## config.mk

```make
export PLATFORM = sky130hd
export DESIGN_NAME = i2cm_top
export DESIGN_NICKNAME = d
export VERILOG_FILES = /design/src/rtl/i2cm_pkg.sv /design/src/rtl/i2cm_tick.sv /design/src/rtl/i2cm_engine.sv /design/src/rtl/i2cm_regs.sv /design/src/rtl/i2cm_top.sv
export SDC_FILE = /design/constraint.sdc
export NUM_CORES = 1
export LEC_CHECK = 0
export BUFFER_PORTS_ARGS = -buffer_cell sky130_fd_sc_hd__buf_4
export CAP_MARGIN = 20
export CORE_ASPECT_RATIO = 1.75
export CORE_MARGIN = 2
export CORE_UTILIZATION = 35
export CTS_CLUSTER_SIZE = 16
export DETAILED_ROUTE_END_ITERATION = 12
export SYNTH_ARGS = -nofsm -noshare
export SYNTH_HDL_FRONTEND = slang
export SYNTH_SLANG_ARGS = --single-unit
```

## constraint.sdc

```tcl
create_clock -name clk -period 4.6 [get_ports clk]
set_input_delay 1.38 -clock clk [delete_from_list [all_inputs] [get_ports clk]]
set_output_delay 1.38 -clock clk [all_outputs]
set_load 0.01 [all_outputs]
```

## src/rtl/i2cm_pkg.sv

```systemverilog
package i2cm_pkg;

    // register byte offsets
    localparam logic [3:0] OFS_STAT = 4'h0;
    localparam logic [3:0] OFS_IEN  = 4'h2;
    localparam logic [3:0] OFS_TXMB = 4'h4;
    localparam logic [3:0] OFS_CMD  = 4'h6;
    localparam logic [3:0] OFS_RXMB = 4'h8;

    // event bits live in [EV_HI:EV_LO] = {rx, tx, err}
    localparam int EV_LO = 13;
    localparam int EV_HI = 15;
    localparam int EV_W  = EV_HI - EV_LO + 1;

    localparam logic [1:0] MODE_OK = 2'b10;

    typedef struct packed {
        logic [6:0] addr;
        logic       wr;
        logic       two;
        logic       probe;
        logic       hold;
    } cmd_t;

    typedef enum logic [1:0] {K_ADDR, K_WR, K_RD} kind_t;
    typedef enum logic [1:0] {S_IDLE, S_START, S_BIT, S_STOP} est_t;

endpackage

```

## src/rtl/i2cm_tick.sv

```systemverilog
module i2cm_tick #(
    parameter int DIV = 4
) (
    input  logic clk,
    input  logic rst_n,
    output logic tick_o
);
    localparam int CW = (DIV > 1) ? $clog2(DIV) : 1;
    localparam logic [CW-1:0] LAST = CW'(DIV - 1);

    typedef struct packed {
        logic [CW-1:0] cnt;
    } tk_t;

    tk_t q, n;

    always_comb begin
        n = q;
        if (q.cnt == LAST) n.cnt = '0;
        else               n.cnt = q.cnt + 1'b1;
    end

    always_ff @(posedge clk or negedge rst_n) begin
        if (!rst_n) q <= '0;
        else        q <= n;
    end

    assign tick_o = (q.cnt == LAST);

    generate
        if (DIV > 1) begin : g_gap

            tick_gap_chk: assert property (@(posedge clk) disable iff (!rst_n)
                tick_o |=> !tick_o);
        end
    endgenerate

endmodule

```

## src/rtl/i2cm_engine.sv

```systemverilog
module i2cm_engine
    import i2cm_pkg::*;
(
    input  logic                clk,
    input  logic                rst_n,
    input  logic                tick_i,
    input  logic                start_i,
    input  cmd_t                cmd_i,
    input  logic [15:0]         tx_i,
    input  logic                scl_i,
    input  logic                sda_i,
    output logic                scl_oe_o,
    output logic                sda_oe_o,
    output logic                busy_o,
    output logic [EV_W-1:0]     ev_o,
    output logic                rxwe_o,
    output logic [15:0]         rx_o
);
    typedef struct packed {
        est_t        st;
        logic [1:0]  ph;
        logic [3:0]  bitn;
        logic [7:0]  sh;
        kind_t       kind;
        logic        bi;
        cmd_t        cmd;
        logic [15:0] tx;
        logic [15:0] rx;
        logic        scl;
        logic        sda;
        logic        held;
        logic        err;
        logic        nack;
        logic        done;
        logic        rxwe;
    } eng_t;

    eng_t q, n;
    logic adv, last, ok_end, go_stop;

    always_comb begin
        n       = q;
        n.done  = 1'b0;
        n.rxwe  = 1'b0;
        ok_end  = 1'b0;
        go_stop = 1'b0;
        // phase 2 samples the line: wait there until SCL really reads high
        adv  = tick_i && !(q.ph == 2'd2 && !scl_i);
        last = (q.bi == q.cmd.two);
        case (q.st)
            S_IDLE: begin
                if (start_i) begin
                    n.st   = S_START;
                    n.ph   = 2'd0;
                    n.cmd  = cmd_i;
                    n.tx   = tx_i;
                    n.rx   = '0;
                    n.err  = 1'b0;
                    n.kind = K_ADDR;
                    n.bitn = 4'd0;
                    n.bi   = 1'b0;
                    n.sh   = {cmd_i.addr, ~cmd_i.wr};
                end
            end
            S_START: begin
                if (adv) begin
                    n.ph = q.ph + 2'd1;
                    case (q.ph)
                        2'd0: n.sda = 1'b0;
                        2'd1: n.scl = 1'b0;
                        2'd2: n.sda = 1'b1;
                        default: begin
                            n.scl = 1'b1;
                            n.st  = S_BIT;
                        end
                    endcase
                end
            end
            S_BIT: begin
                if (adv) begin
                    n.ph = q.ph + 2'd1;
                    case (q.ph)
                        2'd0: begin
                            if (q.bitn < 4'd8)
                                n.sda = (q.kind != K_RD) && !q.sh[7];
                            else
                                n.sda = (q.kind == K_RD) && !(last && !q.cmd.hold);
                        end
                        2'd1: n.scl = 1'b0;
                        2'd2: begin
                            if (q.bitn < 4'd8) n.sh   = {q.sh[6:0], sda_i};
                            else               n.nack = sda_i;
                        end
                        default: begin
                            n.scl = 1'b1;
                            if (q.bitn != 4'd8) begin
                                n.bitn = q.bitn + 4'd1;
                            end else begin
                                n.bitn = 4'd0;
                                if (q.kind == K_RD) begin
                                    if (q.bi) n.rx[15:8] = q.sh;
                                    else      n.rx[7:0]  = q.sh;
                                    if (last) ok_end = 1'b1;
                                    else      n.bi   = 1'b1;
                                end else if (q.nack) begin
                                    n.err   = 1'b1;
                                    go_stop = 1'b1;
                                end else if (q.kind == K_ADDR) begin
                                    if (q.cmd.probe) begin
                                        ok_end = 1'b1;
                                    end else if (q.cmd.wr) begin
                                        n.kind = K_WR;
                                        n.sh   = q.tx[7:0];
                                    end else begin
                                        n.kind = K_RD;
                                    end
                                end else begin
                                    if (last) begin
                                        ok_end = 1'b1;
                                    end else begin
                                        n.bi = 1'b1;
                                        n.sh = q.tx[15:8];
                                    end
                                end
                                if (ok_end) begin
                                    if (q.cmd.hold) begin
                                        n.st   = S_IDLE;
                                        n.held = 1'b1;
                                        n.done = 1'b1;
                                        n.rxwe = (q.kind == K_RD);
                                    end else begin
                                        go_stop = 1'b1;
                                    end
                                end
                                if (go_stop) n.st = S_STOP;
                            end
                        end
                    endcase
                end
            end
            S_STOP: begin
                if (adv) begin
                    n.ph = q.ph + 2'd1;
                    case (q.ph)
                        2'd0: n.sda = 1'b1;
                        2'd1: n.scl = 1'b0;
                        2'd2: n.sda = 1'b0;
                        default: begin
                            n.st   = S_IDLE;
                            n.held = 1'b0;
                            n.done = 1'b1;
                            n.rxwe = !q.err && (q.kind == K_RD);
                        end
                    endcase
                end
            end
            default: n.st = S_IDLE;
        endcase
    end

    always_ff @(posedge clk or negedge rst_n) begin
        if (!rst_n) q <= '0;
        else        q <= n;
    end

    assign scl_oe_o = q.scl;
    assign sda_oe_o = q.sda;
    assign busy_o   = (q.st != S_IDLE);
    assign rxwe_o   = q.rxwe;
    assign rx_o     = q.rx;
    assign ev_o     = q.done ? {~q.err & ~q.cmd.wr, ~q.err & q.cmd.wr, q.err} : '0;


    accept_chk: assert property (@(posedge clk) disable iff (!rst_n)
        (start_i && !busy_o) |=> busy_o);

    one_event_chk: assert property (@(posedge clk) disable iff (!rst_n)
        $onehot0(ev_o));

    err_release_chk: assert property (@(posedge clk) disable iff (!rst_n)
        ev_o[0] |-> (!scl_oe_o && !sda_oe_o));

    hold_low_chk: assert property (@(posedge clk) disable iff (!rst_n)
        (!busy_o && q.held) |-> scl_oe_o);

endmodule

```

## src/rtl/i2cm_regs.sv

```systemverilog
module i2cm_regs
    import i2cm_pkg::*;
(
    input  logic            clk,
    input  logic            rst_n,
    input  logic            we_i,
    input  logic [3:0]      addr_i,
    input  logic [15:0]     wdata_i,
    input  logic            busy_i,
    input  logic [EV_W-1:0] ev_i,
    input  logic            rxwe_i,
    input  logic [15:0]     rx_i,
    output logic [15:0]     rdata_o,
    output logic            irq_o,
    output logic            start_o,
    output cmd_t            cmd_o,
    output logic [15:0]     tx_o
);
    typedef struct packed {
        logic [EV_W-1:0] st;
        logic [EV_W-1:0] en;
        logic [15:0]     txmb;
        logic [15:0]     rxmb;
    } rf_t;

    rf_t q, n;
    logic clr_tx;

    always_comb begin
        n = q;
        if (we_i) begin
            case (addr_i)
                OFS_STAT: n.st   = q.st & ~wdata_i[EV_HI:EV_LO];
                OFS_IEN:  n.en   = wdata_i[EV_HI:EV_LO];
                OFS_TXMB: n.txmb = wdata_i;
                default: ;
            endcase
        end
        n.st = n.st | ev_i;
        if (rxwe_i) n.rxmb = rx_i;
    end

    always_ff @(posedge clk or negedge rst_n) begin
        if (!rst_n) q <= '0;
        else        q <= n;
    end

    always_comb begin
        case (addr_i)
            OFS_STAT: rdata_o = {q.st, 13'd0};
            OFS_IEN:  rdata_o = {q.en, 13'd0};
            OFS_TXMB: rdata_o = q.txmb;
            OFS_RXMB: rdata_o = q.rxmb;
            default:  rdata_o = '0;
        endcase
    end

    assign start_o = we_i && (addr_i == OFS_CMD) && (wdata_i[15:14] == MODE_OK) && !busy_i;
    assign cmd_o   = '{addr: wdata_i[7:1], wr: wdata_i[10], two: wdata_i[11],
                       probe: wdata_i[12], hold: wdata_i[13]};
    assign tx_o    = q.txmb;
    assign irq_o   = |(q.st & q.en);

    assign clr_tx = we_i && (addr_i == OFS_STAT) && wdata_i[EV_LO+1];


    w1c_clear_chk: assert property (@(posedge clk) disable iff (!rst_n)
        (clr_tx && !ev_i[1]) |=> !q.st[1]);

    sticky_chk: assert property (@(posedge clk) disable iff (!rst_n)
        (q.st[1] && !clr_tx) |=> q.st[1]);

endmodule

```

## src/rtl/i2cm_top.sv

```systemverilog
module i2cm_top
    import i2cm_pkg::*;
#(
    parameter int CLK_DIV = 63
) (
    input  logic        clk,
    input  logic        rst_n,
    input  logic        reg_we,
    input  logic [3:0]  reg_addr,
    input  logic [15:0] reg_wdata,
    output logic [15:0] reg_rdata,
    output logic        irq,
    input  logic        scl_i,
    output logic        scl_oe,
    input  logic        sda_i,
    output logic        sda_oe
);
    logic            tick, start, busy, rxwe;
    cmd_t            cmd;
    logic [15:0]     txd, rxd;
    logic [EV_W-1:0] ev;

    i2cm_tick #(.DIV(CLK_DIV)) u_tick (
        .clk    (clk),
        .rst_n  (rst_n),
        .tick_o (tick)
    );

    i2cm_regs u_regs (
        .clk     (clk),
        .rst_n   (rst_n),
        .we_i    (reg_we),
        .addr_i  (reg_addr),
        .wdata_i (reg_wdata),
        .busy_i  (busy),
        .ev_i    (ev),
        .rxwe_i  (rxwe),
        .rx_i    (rxd),
        .rdata_o (reg_rdata),
        .irq_o   (irq),
        .start_o (start),
        .cmd_o   (cmd),
        .tx_o    (txd)
    );

    i2cm_engine u_eng (
        .clk      (clk),
        .rst_n    (rst_n),
        .tick_i   (tick),
        .start_i  (start),
        .cmd_i    (cmd),
        .tx_i     (txd),
        .scl_i    (scl_i),
        .sda_i    (sda_i),
        .scl_oe_o (scl_oe),
        .sda_oe_o (sda_oe),
        .busy_o   (busy),
        .ev_o     (ev),
        .rxwe_o   (rxwe),
        .rx_o     (rxd)
    );

endmodule

```

# Yosys cells after proc, flatten, opt, wreduce, memory -nomap -nowiden
# Cells that the tools add are included.
# op_classes
addsub	3
n_eq_ne	47
bitwise_logic	10
mux	95
reduce_logical	42
magnitude_cmp	1
# op_table
cell	n
10-bit two-way mux	9
16-bit two-way mux	4
16-bit one-hot mux with 4 select lines	1
62-bit two-way mux	1
8-bit two-way mux	6
2-bit two-way mux	18
7-bit AND reduction	5
16-bit one-hot mux with 2 select lines	1
1-bit two-way mux	31
15-bit one-hot mux with 2 select lines	1
2-bit != test (second input constant)	13
23-bit two-way mux	1
11-bit two-way mux	2
22-bit two-way mux	1
19-bit two-way mux	1
4-bit two-way mux	4
4-bit one-hot mux with 4 select lines	1
8-bit one-hot mux with 2 select lines	1
3-bit two-way mux	5
3-bit by 2-bit != test with 1-bit output (second input constant)	5
2-bit by 1-bit != test with 1-bit output (second input constant)	7
4-bit AND reduction	3
11-bit AND reduction	1
2-bit == test (second input constant)	5
36 further kinds	71
# totals
inputBits	25
output_inout_bits	19
register_bits	112
word_cells	223

# Logic depth before layout (Yosys ltp)
# Gate-level depths: netlist of run 1.
# depth
ltp_word	19
depth_mapped	8
mapped_depth_nobuf	7

# Modules after synthesis
# A second synthesis of run 1 with hierarchy kept.
# hier_totals
cells_unflattened	495
hier_area_um2	5545.3
# by_module_without_submodules
module	cells_each	seq_area_each_um2	area_each_um2	n_inst
i2cm_engine	319	1526.5	3330.7	1
i2cm_regs	150	950.9	1934.4	1
i2cm_tick	26	150.1	280.3	1

# Worst setup path after synthesis of run 1
# Ideal clock, no wire load.
# synth_timing
kind	input to output
startpoint	in reg_addr[3]
endpoint	out reg_rdata[13]
n_path_buf	1
stages	5
slack_ns	0.820
arrival_time_ns	2.400
required_ns	3.220
cell_sequence	nand2b_1 -> nor3_2 -> clkbuf_1 -> a22oi_1 -> nand2_1
# synth_via
elab_chain_cells	2
elab_cells_between_ends	5
cone_classes	3 x eq/ne; 1 x mux; 1 x reduce/logical
# synth_lines
element	line_no	source
start: declaration	i2cm_top.sv:9	input logic [3:0] reg_addr,
4-bit == test (tied with other cells)	i2cm_regs.sv:49	case (addr_i)
16-bit one-hot mux with 4 select lines *	i2cm_regs.sv:49	
end: declaration	i2cm_top.sv:11	output logic [15:0] reg_rdata,
# Mark *: on every way between the ends. The rest lies on a longest branch, timed or not.

# Worst setup path in the final report of run 1
# layout_timing
startpoint	in reg_addr[0]
endpoint	out reg_rdata[14]
# Same word-level chain as after synthesis.

==> flow_summary.toml, run 1 <==
[status]
outcome = "completed"

[synthesis]
async_flop_share_pct = 100
synth.area.top_cells = "dfrtp_1 (52%), mux2_2 (10%), nand2_1 (6.9%), o21ai_0 (5.2%), a22o_1 (4.0%)"
synth_top_area_share_pct = 52.2
syn_area_um2 = 5030
synth_area_per_cell_um2 = 10.5
synth_ff_type = "dfrtp_1"
synth_cell_types = 55
synth_edf_count = 0
synth-seq-cells = 105
synthTopCellsByCount = "dfrtp_1 (105), nand2_1 (93), o21ai_0 (52), mux2_2 (45), a22o_1 (23)"
synth_cells = 479
synth.most_common_cell = "dfrtp_1"
yosysTopAreaCell = "dfrtp_1"
synth_fp_nets = 512
ys.warnings.count = 0
yosysSeqAreaShare_pct = 52.2

[critical_path]
timing.critical_path.arrival_ns = 2.61
cp_max_fo = 4
worstSetupPathType = "in2out"
reg2reg_from = "u_eng.q[65]$_DFFE_PN0P_"
cp-end-kind = "output pin"
startpoint = "reg_addr[0]"
start_kind = "input port"
crit_required_ns = 3.22

[global_route]
antenna_found_initial = 0
track_usage_pct = 18.0
grt_pass1_wl_mm = 20.9
first_global_vias = 3933
grt_max_degree = 62
grt_overflow = 0

[cells_and_area]
layout.nets = 556
drive_gt1_share_pct = 23.7
syn2layout_area_growth_pct = 16.9
antenna_cells = 0

[placement]
pre_cts_slack_ns = 0.670
gp_congestion = 0.851
dp_hpwl_mm = 9.66
io_buffers = 43

[clock_tree]
cts_num_sinks = 105
clk_pin_slew_worst_paths_ns = 0.07
clk_latency_ns = 0.34
post-cts-setup-buffers = 0
clk_path_buf_depth = 2
cts_tree = "built"
cts_made_buffers = 9
cts_hold_buffers = 0
post_cts_resize_count = 0
root_buffer = "clkbuf_16"
cts.htree.levels = 3

[sta]
setup_viol = 0
grt_setup_unrepaired = "false"
report.final.slew_viol_count = 0
final.setup.worst_slack_ns = 0.613
finalSetupTns_ns = 0
post-route-min-period_ns = 3.99
final_hold_viol_count = 0
finalClockSkew_ns = 0.00733
worst_pin_slew_ns = 1.19
timing.final.crit_share_pct = 86.7
fmax_ghz = 0.251
maxSlewHeadroom_pct = 19.4

[min_path]
hp-class = "reg2reg"
min_from = "u_eng.q[35]$_DFFE_PN0P_"

[drt]
first_iter_violations = 285
routedWlPerCell_um = 18.6
drtAntennaViolNets = 0
first_pass_iters = 5
drcViolationCount = 0
dr_total_vias = 3776
viasPerCell = 5.33
drt_wl_total_mm = 13.2

[power]
peakVddDrop_mv = 0.167
p_int_w = 0.00147
p_clk_share_pct = 41.6
combPwrFrac_pct = 5.6
sw_frac_of_total_pct = 22.5
p_total_w = 0.00189
power.switching_w = 0.000426
power.density_nw_per_um2 = 322
power_frac_seq_pct = 52.7
leakagePower_nw = 2.76

[flow_run]
max_cap_violations = 0

[die]
die_w_um = 94.6
ios = 44
rows = 58
core_area_um2 = 14200
die_area_um2 = 15400
die_h_um = 163
start_util_pct = 35.4
==> power groups by stage <==
stage	clock network [W]	logic [W]	registers, W
after floorplan	0	0.0000512	0.00100
after global placement	0	0.000106	0.00101
after detailed placement	0	0.000109	0.00102
after CTS	0.000805	0.000109	0.000997
after global routing	0.000835	0.000118	0.00100
final	0.000788	0.000107	0.000998
==> cells by family (layout without fill, tap and decap cells) <==
kind of cell             count (synthesis)  after routing  share of synthesized area (%)
buffers and inverters                   34             83                           2.64
adder cells (fa/ha/maj)                  8              8                           1.99
XOR/XNOR                                 4              4                          0.696
flip-flops                             105            105                           52.2
AND/OR/NAND/NOR                        160            160                           15.6
AO/OA/AOI/OAI                          114            114                           15.0
multiplexers                            54             54                           11.9
==> per-stage QoR <==
step           instances  hold slack (ns)  utilization [%]  cell area, um^2
2_1_floorplan        479            0.438                -             5030
5_1_grt              708            0.506             41.3             5880
6_report             708            0.477             41.3             5880
3_3_place_gp         692            0.454             39.2             5570
4_1_cts              708            0.480             41.3             5880
3_5_place_dp         692            0.458             39.2             5570
==> metal layers <==
layer / vias to the layer above / GRT usage [%] / part of all wire (%)
li1: 1795 / - / -
met1: 1883 / 20.7 / 40
met2: 74 / 32.5 / 55
met3: 24 / 2.04 / 2.5
met4: 0 / 8.56 / 3.2
met5: - / 0 / 0
==> area by class of cell <==
cell class	instances	area [um^2]
well taps	180	225
flip-flops and latches	105	2630
multi-input cells	340	2270
inverters	14	52.6
fillers	1435	8340
clock inverters	5	53.8
repair buffers	53	398
clock buffers	11	253
==> final timing paths <==
kind | to | slack, ns | cells after the start
setup reg to reg | u_eng.rx_o[11]$_DFFE_PN0P_ | 1.50 | 8
hold / removal | u_eng.q[35]$_DFFE_PN0P_ | 0.48 | 2
hold reg to reg | u_eng.q[35]$_DFFE_PN0P_ | 0.48 | 2
min in group asynchronous | u_regs.tx_o[2]$_DFFE_PN0P_ | 1.10 | 1
setup / recovery | reg_rdata[14] | 0.61 | 6
max in group asynchronous | u_eng.q[31]$_DFFE_PN0P_ | 2.63 | 2
==> sequential cells by signal, indices dropped and copies added, names as in the netlist <==
signal / cells
u_eng.rxwe_o: 1
u_eng.q: 42
u_eng.scl_oe_o: 1
u_regs.tx_o: 16
u_eng.sda_oe_o: 1
u_tick.q: 6
u_regs.q: 22
u_eng.rx_o: 16
==> placed cells by master, fill, tap and decap left out, types with 9 or more instances in the layout <==
master	n
a22o_1	23
buf_4	53
clkbuf_16	9
dfrtp_1	105
inv_1	14
mux2_2	45
nand2_1	93
nand3_1	16
nor2_1	15
o21ai_0	52
==> worst max-delay path, stage by stage <==
cell and delay (ns):
buf_4 0.13, or2b_1 0.28, nor3_1 0.39, a22oi_1 0.17, nand2_1 0.13, buf_4 0.13
(Power assumes the default switching activity.)
==> run 2: changes to the inputs <==
--- a/config.mk
+++ b/config.mk
@@ -10,8 +10,10 @@
 export CORE_ASPECT_RATIO = 1.75
 export CORE_MARGIN = 2
 export CORE_UTILIZATION = 35
+export CTS_CLUSTER_DIAMETER = 100
 export CTS_CLUSTER_SIZE = 16
 export DETAILED_ROUTE_END_ITERATION = 12
+export REMOVE_ABC_BUFFERS = 1
 export SYNTH_ARGS = -nofsm -noshare
 export SYNTH_HDL_FRONTEND = slang
 export SYNTH_SLANG_ARGS = --single-unit
==> run 2 against run 1 <==
Net effect:
- power is 0.98% higher
- cell area is 0.15% higher
- clock-buffer cell count is 2 lower
- setup slack better by 0.063 ns
- flip-flop and latch count stayed put
==> flow_summary.toml, run 2 (synthesis results as in run 1) <==
[sta]
post-route-min-period_ns = 3.92
setup_viol = 0
report.final.slew_viol_count = 0
maxSlewHeadroom_pct = 28.7
fmax_ghz = 0.255
final.setup.worst_slack_ns = 0.677
final_hold_viol_count = 0
finalClockSkew_ns = 0.0111
worst_pin_slew_ns = 1.06
timing.final.crit_share_pct = 85.3
finalSetupTns_ns = 0
grt_setup_unrepaired = "false"

[critical_path]
worstSetupPathType = "in2out"
worst-path-buf-inv = 2
crit_chain = "buf_4 -> or2b_1 -> nor3_1 -> a22oi_1 -> nand2_1 -> buf_4"
path_delay_family = "simple AND/OR/NAND/NOR gates"
crit_required_ns = 3.22
cp_slowest_cell = "nor3_1"
cp_slowest_stage_delay_ns = 0.37
cpMostUsedCell = "buf_4"
cp_max_fo = 4
timing.critical_path.arrival_ns = 2.54
start_kind = "input port"
cp-end-kind = "output pin"

[cells_and_area]
reg.largest.list = "u_eng.q: 42 flops, u_regs.q: 22 flops"
final_common_cell = "dfrtp_1"
regArea_um2 = 2630
multi_input_area_um2 = 2270
syn2layout_area_growth_pct = 17.1
antenna_cells = 0
layout.nets = 556
largest_reg_flops = 42
top_register = "u_eng.q"
drive_gt1_share_pct = 23.7
nFillCells = 1429
layout_common_cells = "dfrtp_1 (105), nand2_1 (93), buf_4 (53)"

[drt]
routedWlPerCell_um = 18.7
drcViolationCount = 0
viasPerCell = 5.50
drt_wl_total_mm = 13.2
dr_total_vias = 3891
drtAntennaViolNets = 0
first_pass_iters = 5
first_iter_violations = 262

[power]
leakagePower_nw = 2.76
power.switching_w = 0.000456
power.density_nw_per_um2 = 325
power_frac_seq_pct = 51.9
sw_frac_of_total_pct = 23.8
p_int_w = 0.00146
combPwrFrac_pct = 5.6
peakVddDrop_mv = 0.202
p_clk_share_pct = 42.5

[clock_tree]
post_cts_resize_count = 0
post-cts-setup-buffers = 0
clk_path_buf_depth = 2
root_buffer = "clkbuf_16"
cts_num_sinks = 105
cts.htree.levels = 3
clk_pin_slew_worst_paths_ns = 0.07
cts_hold_buffers = 0
clk_latency_ns = 0.35
cts_tree = "built"
cts_made_buffers = 9

[global_route]
use_met2_pct = 34.2
grt_pass1_wl_mm = 21.2
grt-busiest-layer = "met2"
met1_usage_pct = 20.2
grt_overflow = 0
grt_max_degree = 51
track_usage_pct = 18.1
antenna_found_initial = 0
first_global_vias = 4059
use_met3_pct = 2.41

[die]
rows = 58
die_h_um = 163
die_area_um2 = 15400
die_w_um = 94.6
ios = 44
start_util_pct = 35.4
core_area_um2 = 14200

[min_path]
hp-class = "reg2reg"

[flow_run]
max_cap_violations = 0

[placement]
dp_hpwl_mm = 9.46
io_buffers = 43
pre_cts_slack_ns = 0.684
gp_congestion = 0.949

[status]
outcome = "completed"
[run 2: worst paths after layout]
check                                             end  slack (ns)  cells past startpoint               startpoint
setup / recovery                        reg_rdata[14]        0.68                      6              reg_addr[0]
hold / removal                u_eng.q[35]$_DFFE_PN0P_        0.47                      2  u_eng.q[35]$_DFFE_PN0P_
setup reg to reg              u_eng.q[59]$_DFFE_PN0P_        1.51                      7  u_eng.q[65]$_DFFE_PN0P_
hold reg to reg               u_eng.q[35]$_DFFE_PN0P_        0.47                      2  u_eng.q[35]$_DFFE_PN0P_
max in group asynchronous    u_regs.q[12]$_DFFE_PN0P_        2.65                      2                    rst_n
min in group asynchronous  u_regs.tx_o[8]$_DFFE_PN0P_        1.06                      1                    rst_n
[run 2: cell type report]
| cell class | count | area share (%) |
|---|---|---|
| well taps | 180 | 3.82 |
| repair buffers | 53 | 6.76 |
| inverters | 14 | 0.892 |
| multi-input cells | 340 | 38.6 |
| clock inverters | 7 | 1.53 |
| flip-flops and latches | 105 | 44.6 |
| clock buffers | 9 | 3.82 |
[run 2: metrics by stage]
stage / total power (W) / utilization, % / hold slack (ns) / std cells / area, um^2
global route: 0.00199 / 41.4 / 0.498 / 708 / 5890
floorplan: 0.00105 / - / 0.438 / 459 / 4950
detailed placement: 0.00112 / 39.2 / 0.456 / 692 / 5570
CTS: 0.00193 / 41.4 / 0.473 / 708 / 5890
global placement: 0.00112 / 39.2 / 0.453 / 692 / 5570
finish: 0.00191 / 41.4 / 0.472 / 708 / 5890
[run 2: layer usage]
layer  part of all wire, %  vias up
met1                    38     1981
met4                   2.6        0
li1                      -     1801
met2                    57       86
met5                     0        -
met3                   2.5       23
[run 2: tightest hold or removal path, cell delays in order (launching register included)]
cell     delay, ns
dfrtp_1       0.35
nand2_1       0.05
nand2_1       0.05
[run 2: power by group through the flow]
stage          sequential, W  combinational, W  clock, W
2_1_floorplan        0.00100         0.0000500         0
3_3_place_gp         0.00101          0.000106         0
3_5_place_dp         0.00101          0.000110         0
4_1_cts             0.000991          0.000111  0.000833
5_1_grt             0.000997          0.000119  0.000876
6_report            0.000992          0.000107  0.000812
==> run 3: changes to the inputs <==
--- a/config.mk
+++ b/config.mk
@@ -13,6 +13,7 @@
 export CTS_CLUSTER_DIAMETER = 100
 export CTS_CLUSTER_SIZE = 16
 export DETAILED_ROUTE_END_ITERATION = 12
+export GPL_TIMING_DRIVEN = 0
 export REMOVE_ABC_BUFFERS = 1
 export SYNTH_ARGS = -nofsm -noshare
 export SYNTH_HDL_FRONTEND = slang
==> run 3 against run 2 <==
Net effect:
- largest cell class unchanged
- clock power is 5.4% lower
- core utilization is 0.062 points lower
- critical endpoint is now reg_rdata[15]
- die area stayed put
- clock skew is 0.00055 ns lower
- critical path type unchanged
- via count is 1.5% lower
- non-clock buffer count is 5 lower
==> flow_summary.toml, run 3 (synthesis results as in run 1) <==
[sta]
final.setup.worst_slack_ns = 0.517
worst_pin_slew_ns = 1.12
final_hold_viol_count = 0
setup_viol = 0
maxSlewHeadroom_pct = 25.3
finalClockSkew_ns = 0.0105
report.final.slew_viol_count = 0
post-route-min-period_ns = 4.08
timing.final.crit_share_pct = 88.8
grt_setup_unrepaired = "false"
fmax_ghz = 0.245

[drt]
first_iter_violations = 209
drtAntennaViolNets = 0
routedWlPerCell_um = 18.1
dr_total_vias = 3833
first_pass_iters = 6
drcViolationCount = 0
viasPerCell = 5.45
drt_wl_total_mm = 12.7

[critical_path]
reg2reg_depth = 7
worstSetupPathType = "in2out"
cp_max_fo = 6
startpoint = "reg_addr[0]"
rr_endpoint = "u_eng.q[51]$_DFFE_PN0P_"
reg2reg_from = "u_eng.q[65]$_DFFE_PN0P_"
start_kind = "input port"
regToRegSetupSlack_ns = 1.24
crit_required_ns = 3.22
cp-end-kind = "output pin"
timing.critical_path.arrival_ns = 2.70
critical_path.endpoint = "reg_rdata[15]"

[min_path]
hp-class = "reg2reg"

[clock_tree]
root_buffer = "clkbuf_16"
cts_made_buffers = 9
cts_hold_buffers = 0
cts_num_sinks = 105
clk_latency_ns = 0.36
post-cts-setup-buffers = 0
post_cts_resize_count = 0
cts.htree.levels = 3
cts_tree = "built"
clk_pin_slew_worst_paths_ns = 0.07
clk_path_buf_depth = 2

[cells_and_area]
final_common_cell = "dfrtp_1"
reg.largest.list = "u_eng.q: 42 flops, u_regs.q: 22 flops"
nFillCells = 1452
layout_common_cells = "dfrtp_1 (105), nand2_1 (93), o21ai_0 (52)"
multi_input_area_um2 = 2280
antenna_cells = 0
syn2layout_area_growth_pct = 16.9
top_register = "u_eng.q"
largest_reg_flops = 42
instances_no_fill = 703
regArea_um2 = 2630
layout.nets = 551
drive_gt1_share_pct = 22.9

[placement]
gp_congestion = 0.954
io_buffers = 43
pre_cts_slack_ns = 0.499
dp.cells = 686
dp_hpwl_mm = 9.14

[die]
die_area_um2 = 15400
die_w_um = 94.6
start_util_pct = 35.4
ios = 44
rows = 58
core_area_um2 = 14200
die_h_um = 163

[status]
outcome = "completed"

[power]
power.density_nw_per_um2 = 318
peakVddDrop_mv = 0.178
leakagePower_nw = 2.75

[global_route]
grt_pass1_wl_mm = 21.6
antenna_found_initial = 0
track_usage_pct = 18.1
grt_overflow = 0
grt_max_degree = 59
first_global_vias = 4167

[flow_run]
max_cap_violations = 0
run 3: cell types whose count changed in the layout (fill, tap and decap cells not counted), sizes merged:
cell    previous run  this run
clkinv             1         2
bufinv             1         0
buf               53        48
run 3: how the worst min path moves through the flow:
stage | start | endpoint | slack (ns) | cells past startpoint
floorplan | u_eng.q[31]$_DFFE_PN0P_ | u_eng.q[31]$_DFFE_PN0P_ | 0.44 | 2
global placement | u_eng.q[28]$_DFFE_PN0P_ | u_eng.q[28]$_DFFE_PN0P_ | 0.45 | 2
detailed placement | u_eng.q[30]$_DFFE_PN0P_ | u_eng.q[30]$_DFFE_PN0P_ | 0.46 | 2
CTS | u_eng.q[30]$_DFFE_PN0P_ | u_eng.q[30]$_DFFE_PN0P_ | 0.47 | 2
global route | u_eng.q[35]$_DFFE_PN0P_ | u_eng.q[35]$_DFFE_PN0P_ | 0.51 | 2
finish | u_eng.q[26]$_DFFE_PN0P_ | u_eng.q[26]$_DFFE_PN0P_ | 0.47 | 2
run 3: stage by stage:
step	cell area (um^2)	total power (W)	TNS, ns	hold WS, ns	util (%)
after CTS	5870	0.00189	0	0.475	41.2
after floorplan	4950	0.00105	0	0.438	-
final	5880	0.00187	0	0.473	41.3
after detailed placement	5570	0.00112	0	0.457	39.2
after global placement	5500	0.00111	-2.21	0.451	38.7
after global routing	5880	0.00194	0	0.511	41.3
run 3: metal layers:
metal | wire length (um) | vias to the layer above | track usage [%]
met5 | 0 | - | 0
met4 | 367 | 0 | 7.64
met3 | 406 | 23 | 2.96
met2 | 7180 | 82 | 32.7
met1 | 4800 | 1938 | 20.7
li1 | - | 1790 | -
run 3: final cells by class:
cell class	instances	share of cell area [%]
inverters	14	0.894
multi-input cells	340	38.8
flip-flops and latches	105	44.7
clock inverters	7	1.21
well taps	180	3.83
repair buffers	48	6.79
clock buffers	9	3.83
run 3: power breakdown:
group	leakage (nW)	internal [W]	switching, W	total [W]
Clock	0.146	0.000385	0.000383	0.000768
Sequential	1.39	0.000961	0.0000307	0.000992
Combinational	1.20	0.0000574	0.0000518	0.000109
Total	2.75	0.00140	0.000465	0.00187
run 3: worst max-delay path, stage by stage:
cell     delay, ns
buf_4         0.13
nor4_1        0.81
a22oi_1       0.14
nand2_1       0.12
buf_4         0.12
